### src/rtl/i2c_tgt_pkg.sv
package i2c_tgt_pkg;

    localparam int ADDR_W = 7;
    localparam int BYTE_W = 8;
    localparam int RSV_W  = 4;
    localparam int CNT_W  = $clog2(BYTE_W + 1);

    typedef enum logic [3:0] {
        ST_IDLE,
        ST_ADDR,
        ST_ADDR_ACK,
        ST_WR_DATA,
        ST_WR_ACK,
        ST_RD_LOAD,
        ST_RD_DATA,
        ST_RD_ACK,
        ST_IGNORE
    } tgt_state_e;

    // Upper address group all-zero or all-one is reserved.
    function automatic logic addr_reserved(input logic [ADDR_W-1:0] a);
        return (a[ADDR_W-1 -: RSV_W] == '0) || (a[ADDR_W-1 -: RSV_W] == '1);
    endfunction

endpackage

### src/rtl/i2c_tgt_sync_cell.sv
module i2c_tgt_sync_cell #(
    parameter int   STAGES  = 2,
    parameter logic RST_VAL = 1'b1
) (
    input  logic clk,
    input  logic rst_n,
    input  logic d_i,
    output logic q_o
);
    logic [STAGES-1:0] chain;

    generate
        if (STAGES == 1) begin : g_one
            always_ff @(posedge clk or negedge rst_n) begin
                if (!rst_n) chain <= RST_VAL;
                else        chain <= d_i;
            end
        end else begin : g_many
            always_ff @(posedge clk or negedge rst_n) begin
                if (!rst_n) chain <= {STAGES{RST_VAL}};
                else        chain <= {chain[STAGES-2:0], d_i};
            end
        end
    endgenerate

    assign q_o = chain[STAGES-1];
endmodule

### src/rtl/i2c_tgt_line_mon.sv
module i2c_tgt_line_mon #(
    parameter int STAGES = 2
) (
    input  logic clk,
    input  logic rst_n,
    input  logic scl_i,
    input  logic sda_i,
    output logic scl_s,
    output logic sda_s,
    output logic scl_rise,
    output logic scl_fall,
    output logic start_det,
    output logic stop_det
);
    logic scl_q, sda_q;

    i2c_tgt_sync_cell #(.STAGES(STAGES), .RST_VAL(1'b1)) u_scl_sync (
        .clk(clk), .rst_n(rst_n), .d_i(scl_i), .q_o(scl_s)
    );
    i2c_tgt_sync_cell #(.STAGES(STAGES), .RST_VAL(1'b1)) u_sda_sync (
        .clk(clk), .rst_n(rst_n), .d_i(sda_i), .q_o(sda_s)
    );

    always_ff @(posedge clk or negedge rst_n) begin
        if (!rst_n) begin
            scl_q <= 1'b1;
            sda_q <= 1'b1;
        end else begin
            scl_q <= scl_s;
            sda_q <= sda_s;
        end
    end

    assign scl_rise  = scl_s & ~scl_q;
    assign scl_fall  = ~scl_s & scl_q;
    assign start_det = scl_s & scl_q & sda_q & ~sda_s;
    assign stop_det  = scl_s & scl_q & ~sda_q & sda_s;
endmodule

### src/rtl/i2c_tgt_fsm.sv
module i2c_tgt_fsm
    import i2c_tgt_pkg::*;
(
    input  logic              clk,
    input  logic              rst_n,
    input  logic [ADDR_W-1:0] own_addr,
    input  logic              scl_s,
    input  logic              sda_s,
    input  logic              scl_rise,
    input  logic              scl_fall,
    input  logic              start_det,
    input  logic              stop_det,
    input  logic [BYTE_W-1:0] tx_data,
    output logic              sda_oe,
    output logic [BYTE_W-1:0] rx_data,
    output logic              rx_valid,
    output logic              tx_req
);
    localparam logic [CNT_W-1:0] LAST_CNT = CNT_W'(BYTE_W);

    tgt_state_e        state, nxt;
    logic [BYTE_W-1:0] shreg;
    logic [CNT_W-1:0]  cnt;
    logic              rw_q;
    logic              mack;
    logic              byte_end;
    logic              addr_hit;

    assign byte_end = scl_fall && (cnt == LAST_CNT);
    assign addr_hit = (shreg[BYTE_W-1:1] == own_addr) &&
                      !addr_reserved(shreg[BYTE_W-1:1]);
    assign tx_req   = (state == ST_RD_LOAD);

    // Next-state decision
    always_comb begin
        nxt = state;
        if (start_det) begin
            nxt = ST_ADDR;
        end else if (stop_det) begin
            nxt = ST_IDLE;
        end else begin
            unique case (state)
                ST_IDLE:     nxt = ST_IDLE;
                ST_ADDR:     if (byte_end) nxt = addr_hit ? ST_ADDR_ACK : ST_IGNORE;
                ST_ADDR_ACK: if (scl_fall) nxt = rw_q ? ST_RD_LOAD : ST_WR_DATA;
                ST_WR_DATA:  if (byte_end) nxt = ST_WR_ACK;
                ST_WR_ACK:   if (scl_fall) nxt = ST_WR_DATA;
                ST_RD_LOAD:  nxt = ST_RD_DATA;
                ST_RD_DATA:  if (byte_end) nxt = ST_RD_ACK;
                ST_RD_ACK:   if (scl_fall) nxt = mack ? ST_RD_LOAD : ST_IGNORE;
                ST_IGNORE:   nxt = ST_IGNORE;
                default:     nxt = ST_IDLE;
            endcase
        end
    end

    // State register
    always_ff @(posedge clk or negedge rst_n) begin
        if (!rst_n) state <= ST_IDLE;
        else        state <= nxt;
    end

    // Datapath and outputs
    always_ff @(posedge clk or negedge rst_n) begin
        if (!rst_n) begin
            shreg    <= '0;
            cnt      <= '0;
            rw_q     <= 1'b0;
            mack     <= 1'b0;
            sda_oe   <= 1'b0;
            rx_data  <= '0;
            rx_valid <= 1'b0;
        end else begin
            rx_valid <= 1'b0;
            if (start_det || stop_det) begin
                cnt    <= '0;
                sda_oe <= 1'b0;
            end else begin
                unique case (state)
                    ST_ADDR, ST_WR_DATA: begin
                        if (scl_rise) begin
                            shreg <= {shreg[BYTE_W-2:0], sda_s};
                            cnt   <= cnt + 1'b1;
                        end else if (byte_end) begin
                            cnt <= '0;
                            if (state == ST_ADDR) begin
                                rw_q   <= shreg[0];
                                sda_oe <= addr_hit;
                            end else begin
                                rx_data  <= shreg;
                                rx_valid <= 1'b1;
                                sda_oe   <= 1'b1;
                            end
                        end
                    end
                    ST_ADDR_ACK, ST_WR_ACK: begin
                        if (scl_fall) sda_oe <= 1'b0;
                    end
                    ST_RD_LOAD: begin
                        shreg  <= tx_data;
                        sda_oe <= ~tx_data[BYTE_W-1];
                        cnt    <= '0;
                    end
                    ST_RD_DATA: begin
                        if (scl_rise) begin
                            cnt <= cnt + 1'b1;
                        end else if (byte_end) begin
                            cnt    <= '0;
                            sda_oe <= 1'b0;
                        end else if (scl_fall) begin
                            shreg  <= {shreg[BYTE_W-2:0], 1'b0};
                            sda_oe <= ~shreg[BYTE_W-2];
                        end
                    end
                    ST_RD_ACK: begin
                        if (scl_rise) mack <= ~sda_s;
                    end
                    default: ;
                endcase
            end
        end
    end

    AST_START_TO_ADDR: assert property (@(posedge clk) disable iff (!rst_n)
        start_det |=> (state == ST_ADDR));
    AST_STOP_RELEASE: assert property (@(posedge clk) disable iff (!rst_n)
        (stop_det && !start_det) |=> (state == ST_IDLE && !sda_oe));
    AST_NO_RESERVED_ACK: assert property (@(posedge clk) disable iff (!rst_n)
        (state == ST_ADDR_ACK) |-> (shreg[7:4] != 4'h0 && shreg[7:4] != 4'hF));
    AST_IGNORE_QUIET: assert property (@(posedge clk) disable iff (!rst_n)
        (state == ST_IGNORE) |-> (!sda_oe && !tx_req));
    AST_RX_ONE_CYCLE: assert property (@(posedge clk) disable iff (!rst_n)
        rx_valid |=> !rx_valid);
    AST_TXREQ_IN_READ: assert property (@(posedge clk) disable iff (!rst_n)
        tx_req |-> (rw_q && !sda_oe));
    AST_OE_SCL_LOW: assert property (@(posedge clk) disable iff (!rst_n)
        (sda_oe != $past(sda_oe)) |-> (!$past(scl_s) || $past(start_det) || $past(stop_det)));
endmodule

### src/rtl/i2c_tgt.sv
module i2c_tgt
    import i2c_tgt_pkg::*;
#(
    parameter int SYNC_STAGES = 2
) (
    input  logic              clk,
    input  logic              rst_n,
    input  logic [ADDR_W-1:0] own_addr,
    input  logic              scl_i,
    input  logic              sda_i,
    output logic              sda_oe,
    output logic [BYTE_W-1:0] rx_data,
    output logic              rx_valid,
    input  logic [BYTE_W-1:0] tx_data,
    output logic              tx_req
);
    logic scl_s, sda_s, scl_rise, scl_fall, start_det, stop_det;

    i2c_tgt_line_mon #(.STAGES(SYNC_STAGES)) u_line (
        .clk(clk), .rst_n(rst_n), .scl_i(scl_i), .sda_i(sda_i),
        .scl_s(scl_s), .sda_s(sda_s), .scl_rise(scl_rise), .scl_fall(scl_fall),
        .start_det(start_det), .stop_det(stop_det)
    );

    i2c_tgt_fsm u_fsm (
        .clk(clk), .rst_n(rst_n), .own_addr(own_addr),
        .scl_s(scl_s), .sda_s(sda_s), .scl_rise(scl_rise), .scl_fall(scl_fall),
        .start_det(start_det), .stop_det(stop_det), .tx_data(tx_data),
        .sda_oe(sda_oe), .rx_data(rx_data), .rx_valid(rx_valid), .tx_req(tx_req)
    );

    AST_RESET_QUIET: assert property (@(posedge clk)
        !rst_n |=> (!sda_oe && !rx_valid && !tx_req));
endmodule

### config.mk
export PLATFORM = sky130hd
export DESIGN_NAME = i2c_tgt
export DESIGN_NICKNAME = d
export VERILOG_FILES = /design/src/rtl/i2c_tgt_pkg.sv /design/src/rtl/i2c_tgt_sync_cell.sv /design/src/rtl/i2c_tgt_line_mon.sv /design/src/rtl/i2c_tgt_fsm.sv /design/src/rtl/i2c_tgt.sv
export SDC_FILE = /design/constraint.sdc
export NUM_CORES = 1
export LEC_CHECK = 0
export ABC_AREA = 1
export BUFFER_PORTS_ARGS = -buffer_cell sky130_fd_sc_hd__buf_2
export CORE_AREA = 2 2 84 86
export DETAILED_ROUTE_END_ITERATION = 8
export DIE_AREA = 0 0 86 88
export PLACE_DENSITY = 0.57
export SETUP_SLACK_MARGIN = 0.1
export SKIP_LAST_GASP = 1
export SLEW_MARGIN = 20
export SYNTH_ARGS = -nofsm -noshare
export SYNTH_HDL_FRONTEND = slang
export SYNTH_SLANG_ARGS = --single-unit
### constraint.sdc
create_clock -name clk -period 2.5 [get_ports clk]
set_input_delay 0.125 -clock clk [delete_from_list [all_inputs] [get_ports clk]]
set_output_delay 0.125 -clock clk [all_outputs]
set_load 0.005 [all_outputs]
==> flow_metrics.py, run 1 <==
metrics = {
    "placement": {
        "gp_congestion": 0.8618,
        "hpwl_mm": 3.214,
        "dpl_cell_area_sq_um": 2146,
        "dp_slack_ps": 691.0,
        "io_buffers": 29,
    },
    "status": {
        "status": "completed",
    },
    "drt": {
        "wl_per_cell_um": 11.43,
        "via_per_inst": 4.399,
        "drcViolationCount": 0,
        "drtAntennaViolNets": 0,
        "wirelength_mm": 4.185,
        "initialDrtViolationCount": 78,
        "num_vias": 1610,
        "drt_first_pass_iters": 5,
    },
    "clock_tree": {
        "clock_latency_ps": 290,
        "htreeDepth": 2,
        "root_buffer": "clkbuf_8",
        "clk_pin_slew_ps": 70,
        "clockBufferDepth": 2,
        "cts_resized": 0,
        "cts_num_sinks": 34,
        "cts_tree": "built",
        "cts_made_buffers": 5,
    },
    "run": {
        "drv_cap": 0,
    },
    "sta": {
        "hold_violations": 0,
        "setup_tns_ps": 0,
        "timing.fmax_ghz": 0.5582,
        "maxSlewHeadroom_pct": 49.50,
        "worst_pin_slew_ps": 757.5,
        "period_minus_slack_ps": 1791,
        "slew_violations": 0,
        "finalClockSkew_ps": 3.430,
        "layout_setup_ws_ps": 708.7,
        "fin_crit_sh_pct": 71.65,
        "rsz0062_at_grt": "no",
        "setup_violations": 0,
    },
    "yosys": {
        "syn-num-nets": 270,
        "synth.area.top_cells": "dfrtp_1 (36%), nand2_1 (17%), dfstp_2 (8.2%), o21ai_2 (5.5%), nor2_1 (5.1%)",
        "syn-cell-area_sq_um": 1923,
        "synth_seq_cells": 34,
        "synth_common_cells": "nand2_1 (88), dfrtp_1 (28), nor2_1 (26)",
        "synth-edff-count": 0,
        "yosys_warnings": 0,
        "synth_largest_area_cell": "dfrtp_1",
        "ys.flop_type": "dfrtp_1",
        "syn_avg_cell_area_sq_um": 7.723,
        "ys_types": 30,
        "yosysMostFrequentCell": "nand2_1",
        "yosysTopAreaCellShare_pct": 36.43,
        "synth-seq-area-share_pct": 44.63,
        "syn_inst": 249,
        "ys_async_sr_fraction_pct": 100.0,
    },
    "setup_path": {
        "worst-path-max-fanout": 14,
        "crit_start": "u_line.scl_q",
        "crit_buf_inv": 2,
        "crit_chain": "inv_1 -> nor2_1 -> nand2_1 -> nor2_4 -> inv_1 -> nand2_1 -> o21ai_2",
        "r2r-start": "u_line.scl_q",
        "crit_path_top_delay_cell": "dfstp_2",
        "ff2ff_setup_slack_ps": 710,
        "critPathTopFamily": "simple AND/OR/NAND/NOR gates",
        "cp.arrival_ps": 1960,
        "end_kind": "register",
        "critPathKind": "reg2reg",
        "required_ps": 2670,
        "slowest_delay_ps": 550,
        "startpoint_type": "register",
    },
    "finish": {
        "nets": 306,
        "diodes": 0,
        "syn_to_final_growth_pct": 19.06,
        "fillers": 686,
        "layout-drive-gt1-share_pct": 24.48,
        "final_area_sq_um": 2290,
    },
    "global_route": {
        "grt_pass1_wl_mm": 7.127,
        "antenna_found_initial": 0,
        "overflow": 0,
        "grt_pass1_vias": 1558,
        "grt_max_degree": 35,
        "track_usage_pct": 11.84,
    },
    "power_and_ir_drop": {
        "leakage_nw": 1.207,
        "vdd.ir_drop.worst_mv": 0.3515,
        "power.density_cell_area_nw_per_um2": 685.8,
    },
    "worst_hold_path": {
        "hp-start": "tx_data[6]",
        "hold_path_class": "in2reg",
    },
    "die": {
        "die_w_um": 86,
        "dieArea_sq_um": 7568,
        "start_util_pct": 28.95,
        "rows": 30,
        "io_pins": 30,
        "core-area_sq_um": 6644,
        "fp.dieH_um": 88,
    },
}
[metal layers]
metal | part of all wire, % | vias up | wire, um | track usage, %
met5 | 0 | - | 0 | 0
met4 | 1.6 | 0 | 68 | 3.896
met2 | 45 | 35 | 1877 | 18.96
li1 | - | 851 | - | -
met1 | 49 | 717 | 2063 | 15.73
met3 | 4.2 | 7 | 177 | 2.922
[what timing repair did]
action	4_1_cts	5_1_grt
endpoints found under the hold margin	30	0
buffers inserted	0	0
hold buffers	3	0
[cell usage in the layout, fill, tap and decap left out, drive strengths merged]
cell type / n
nand2: 92
nor2: 30
buf: 29
dfrtp: 28
inv: 28
o21ai: 27
nand3: 12
xnor2: 7
dfstp: 6
clkbuf: 5
a21oi: 4
dlygate4sd3: 3
ha: 2
clkinvlp: 2
nand4: 2
a31oi: 1
o2111ai: 1
nor3: 1
o22ai: 1
a21boi: 1
mux2i: 1
xor2: 1
nand3b: 1
bufinv: 1
[state kept, by name (all words and copies together) (netlist names), 2 cells and up]
register,count
u_fsm.state,4
u_fsm.rx_data,8
u_line.u_sda_sync.chain,2
u_line.u_scl_sync.chain,2
u_fsm.shreg,8
u_fsm.cnt,4
[worst reg2reg max path, stage by stage, from the launching register on]
cell and delay [ps]:
dfstp_2 550, inv_1 40, nor2_1 260, nand2_1 200
nor2_4 160, inv_1 260, nand2_1 160, o21ai_2 60
[metrics by stage]
step | hold slack [ps] | power, W | util, % | cells
2_1_floorplan | -170.6 | 0.0009703 | - | 249
3_3_place_gp | 234.1 | 0.001060 | 32.30 | 355
3_5_place_dp | 235.8 | 0.001066 | 32.30 | 355
4_1_cts | 124.4 | 0.001592 | 34.46 | 366
5_1_grt | 168.0 | 0.001669 | 34.46 | 366
6_report | 130.1 | 0.001570 | 34.46 | 366
[cell families after synthesis]
logic type | count (synthesis) | synth area share [%]
AO/OA/AOI/OAI | 35 | 12.43
XOR/XNOR | 8 | 3.644
adder cells (fa/ha/maj) | 2 | 1.301
buffers and inverters | 31 | 6.636
flip-flops | 34 | 44.63
multiplexers | 1 | 0.5205
AND/OR/NAND/NOR | 138 | 30.84
[area by class of cell]
cell class	instances	area (sq um)	share of cell area (%)
clock inverter	3	45.04	1.967
tap	80	100.1	4.372
multi-input combinational	184	937.1	40.93
timing repair buffer	32	175.2	7.650
sequential	34	858.3	37.49
clock buffer	5	68.82	3.005
inverter	28	105.1	4.590
[power by group]
group | switching [W] | total, W | internal, W
combinational | 0.000190 | 0.000338 | 0.000148
sequential | 0.0000930 | 0.000720 | 0.000627
clock | 0.000215 | 0.000512 | 0.000296
[final timing paths]
kind,depth (start not counted),end
max,7,u_fsm.rx_data[4]
min,3,u_fsm.shreg[6]
max reg2reg,7,u_fsm.rx_data[4]
min reg2reg,0,u_line.u_sda_sync.chain[1]
max in group asynchronous,2,u_fsm.sda_oe
min in group asynchronous,2,u_fsm.rx_data[2]
(Power assumes the default switching activity.)
==> inputs of run 2 (changes only) <==
--- a/config.mk
+++ b/config.mk
@@ -10,7 +10,7 @@
 export CORE_AREA = 2 2 84 86
 export DETAILED_ROUTE_END_ITERATION = 8
 export DIE_AREA = 0 0 86 88
-export PLACE_DENSITY = 0.57
+export PLACE_DENSITY = 0.59
 export SETUP_SLACK_MARGIN = 0.1
 export SKIP_LAST_GASP = 1
 export SLEW_MARGIN = 20
==> constraint.sdc (replaced) <==
create_clock -name clk -period 1.5 [get_ports clk]
set_input_delay 0.075 -clock clk [delete_from_list [all_inputs] [get_ports clk]]
set_output_delay 0.075 -clock clk [all_outputs]
set_load 0.005 [all_outputs]
==> flow_metrics.py, run 2 (synthesis results as in run 1) <==
metrics = {
    "global_route": {
        "antenna_found_initial": 0,
        "track_usage_pct": 13.74,
        "grt_pass1_wl_mm": 8.259,
        "grt_max_degree": 19,
        "overflow": 0,
        "grt_pass1_vias": 1866,
    },
    "setup_path": {
        "ff2ff_setup_slack_ps": -30,
        "slowest_delay_ps": 610,
        "worst-path-max-fanout": 8,
        "critPathKind": "reg2reg",
        "crit_path_top_delay_cell": "dfstp_2",
        "r2r-end": "u_fsm.shreg[0]",
        "crit_path_end": "u_fsm.shreg[0]",
        "worstRegToRegCells": 6,
        "crit_start": "u_line.u_scl_sync.chain[1]",
        "r2r-start": "u_line.u_scl_sync.chain[1]",
        "required_ps": 1670,
        "startpoint_type": "register",
        "cp.arrival_ps": 1700,
        "end_kind": "register",
        "crit_chain": "inv_1 -> o21ai_1 -> nand4_4 -> buf_12 -> nor2_4 -> a21oi_2",
    },
    "sta": {
        "worst_pin_slew_ps": 440.6,
        "layout_setup_ws_ps": -32.79,
        "timing.fmax_ghz": 0.6524,
        "rsz0062_at_grt": "yes",
        "fin_crit_sh_pct": 102.2,
        "slew_violations": 0,
        "maxSlewHeadroom_pct": 70.63,
        "hold_violations": 0,
        "period_minus_slack_ps": 1533,
        "finalClockSkew_ps": 9.844,
        "setup_violations": 9,
    },
    "drt": {
        "drt_first_pass_iters": 4,
        "drcViolationCount": 0,
        "wirelength_mm": 4.975,
        "wl_per_cell_um": 12.53,
        "num_vias": 1853,
        "initialDrtViolationCount": 59,
        "via_per_inst": 4.668,
        "drtAntennaViolNets": 0,
    },
    "run": {
        "drv_cap": 0,
    },
    "power_and_ir_drop": {
        "vdd.ir_drop.worst_mv": 0.8836,
        "sw_frac_of_total_pct": 31.21,
        "clkPwrFrac_pct": 34.4,
        "leakage_nw": 1.434,
        "switchingPower_w": 0.0009297,
        "p_seq_share_pct": 41.5,
        "p_int_w": 0.002049,
        "power_frac_comb_pct": 24.1,
        "power.density_cell_area_nw_per_um2": 1052,
    },
    "finish": {
        "reg_top3": "u_fsm.rx_data: 8 flops, u_fsm.shreg: 8 flops",
        "fillers": 624,
        "syn_to_final_growth_pct": 47.17,
        "layout-drive-gt1-share_pct": 46.69,
        "layout_commonest_cell": "nand2_1",
        "final_area_sq_um": 2830,
        "final_cell_mix": "nand2_1 (66), buf_2 (29), dfrtp_1 (25), buf_4 (23), inv_1 (18)",
        "diodes": 0,
        "nets": 337,
        "layoutNonFillerInstCount": 397,
    },
    "worst_hold_path": {
        "hold_depth": 3,
        "hold_path_class": "in2reg",
    },
    "clock_tree": {
        "cts_num_sinks": 34,
        "cts_tree": "built",
        "cts_made_buffers": 5,
        "root_buffer": "clkbuf_8",
        "clk_pin_slew_ps": 70,
        "clock_latency_ps": 290,
        "htreeDepth": 2,
        "clockBufferDepth": 2,
    },
    "placement": {
        "hpwl_mm": 3.451,
        "io_buffers": 29,
        "dp_cells": 373,
        "gp_congestion": 0.9212,
        "dp_slack_ps": -62.77,
        "dpl_cell_area_sq_um": 2323,
    },
    "status": {
        "violations": "negative setup slack",
        "status": "finished with violations",
    },
    "die": {
        "dieArea_sq_um": 7568,
        "fp.dieH_um": 88,
        "start_util_pct": 28.95,
        "die_w_um": 86,
        "rows": 30,
        "io_pins": 30,
        "core-area_sq_um": 6644,
    },
}
## run 2: changes by cell type in the layout (fill, tap and decap cells not counted), sizes merged
cell / delta
inv: +1
clkinvlp: -2
clkinv: +1
bufinv: +1
buf: +30
## run 2: cell type report
cell class / count / area [sq um] / area share [%]
Tap cell: 80 / 100.1 / 3.537
Clock inverter: 3 / 68.82 / 2.431
Multi-Input combinational cell: 184 / 1151 / 40.67
Inverter: 28 / 112.6 / 3.979
Timing Repair inverter: 1 / 6.256 / 0.2210
Clock buffer: 5 / 68.82 / 2.431
Sequential cell: 34 / 862.1 / 30.46
Timing Repair Buffer: 62 / 460.4 / 16.27
## run 2: layer usage
layer / vias up / GRT usage, % / part of all wire, %
met2: 31 / 23.40 / 50
met3: 8 / 2.828 / 2.9
met1: 896 / 17.54 / 45
met4: 0 / 4.329 / 1.5
met5: - / 0 / 0
li1: 918 / - / -
## run 2: critical path, delay by kind of cell, from the launching register on
kind / cells / cell delay [ps]
and+or+nand+nor: 2 / 250
AOI/OAI and AO/OA: 2 / 270
DFF: 1 / 610
buffers and inverters: 2 / 270
## run 2: repair_timing
item,CTS,global route
pin swaps,12,11
gates resized for setup,38,32
hold endpoints to repair,13,0
setup endpoints to repair,26,28
hold buffers,3,0
setup buffers,8,3
cloned,2,0
## run 2: power groups by stage
stage	Sequential [W]	Combinational, W	Clock (W)
2_1_floorplan	0.00118	0.000455	0
3_3_place_gp	0.00122	0.000610	0
3_5_place_dp	0.00122	0.000622	0
4_1_cts	0.00123	0.000693	0.00104
5_1_grt	0.00126	0.000812	0.00109
6_report	0.00124	0.000716	0.00103
## run 2: stage by stage
stage / utilization [%] / total power (W) / hold slack [ps] / TNS [ps]
after floorplan: - / 0.001633 / -220.6 / 0
after CTS: 40.57 / 0.002960 / 87.62 / -6.775
after global placement: 34.97 / 0.001826 / 36.40 / -53.99
final: 42.60 / 0.002979 / 83.68 / -185.4
after detailed placement: 34.97 / 0.001837 / 42.23 / -312.0
after global routing: 42.60 / 0.003159 / 91.88 / -1622
## run 2: worst min path at each step
stage / start / to / slack, ps
after floorplan: rst_n / u_fsm.cnt[0] / -220
after global placement: rst_n / u_fsm.shreg[1] / 40
after detailed placement: rst_n / u_fsm.shreg[1] / 40
after CTS: tx_data[6] / u_fsm.shreg[6] / 90
after global routing: tx_data[6] / u_fsm.shreg[6] / 90
final: tx_data[6] / u_fsm.shreg[6] / 80
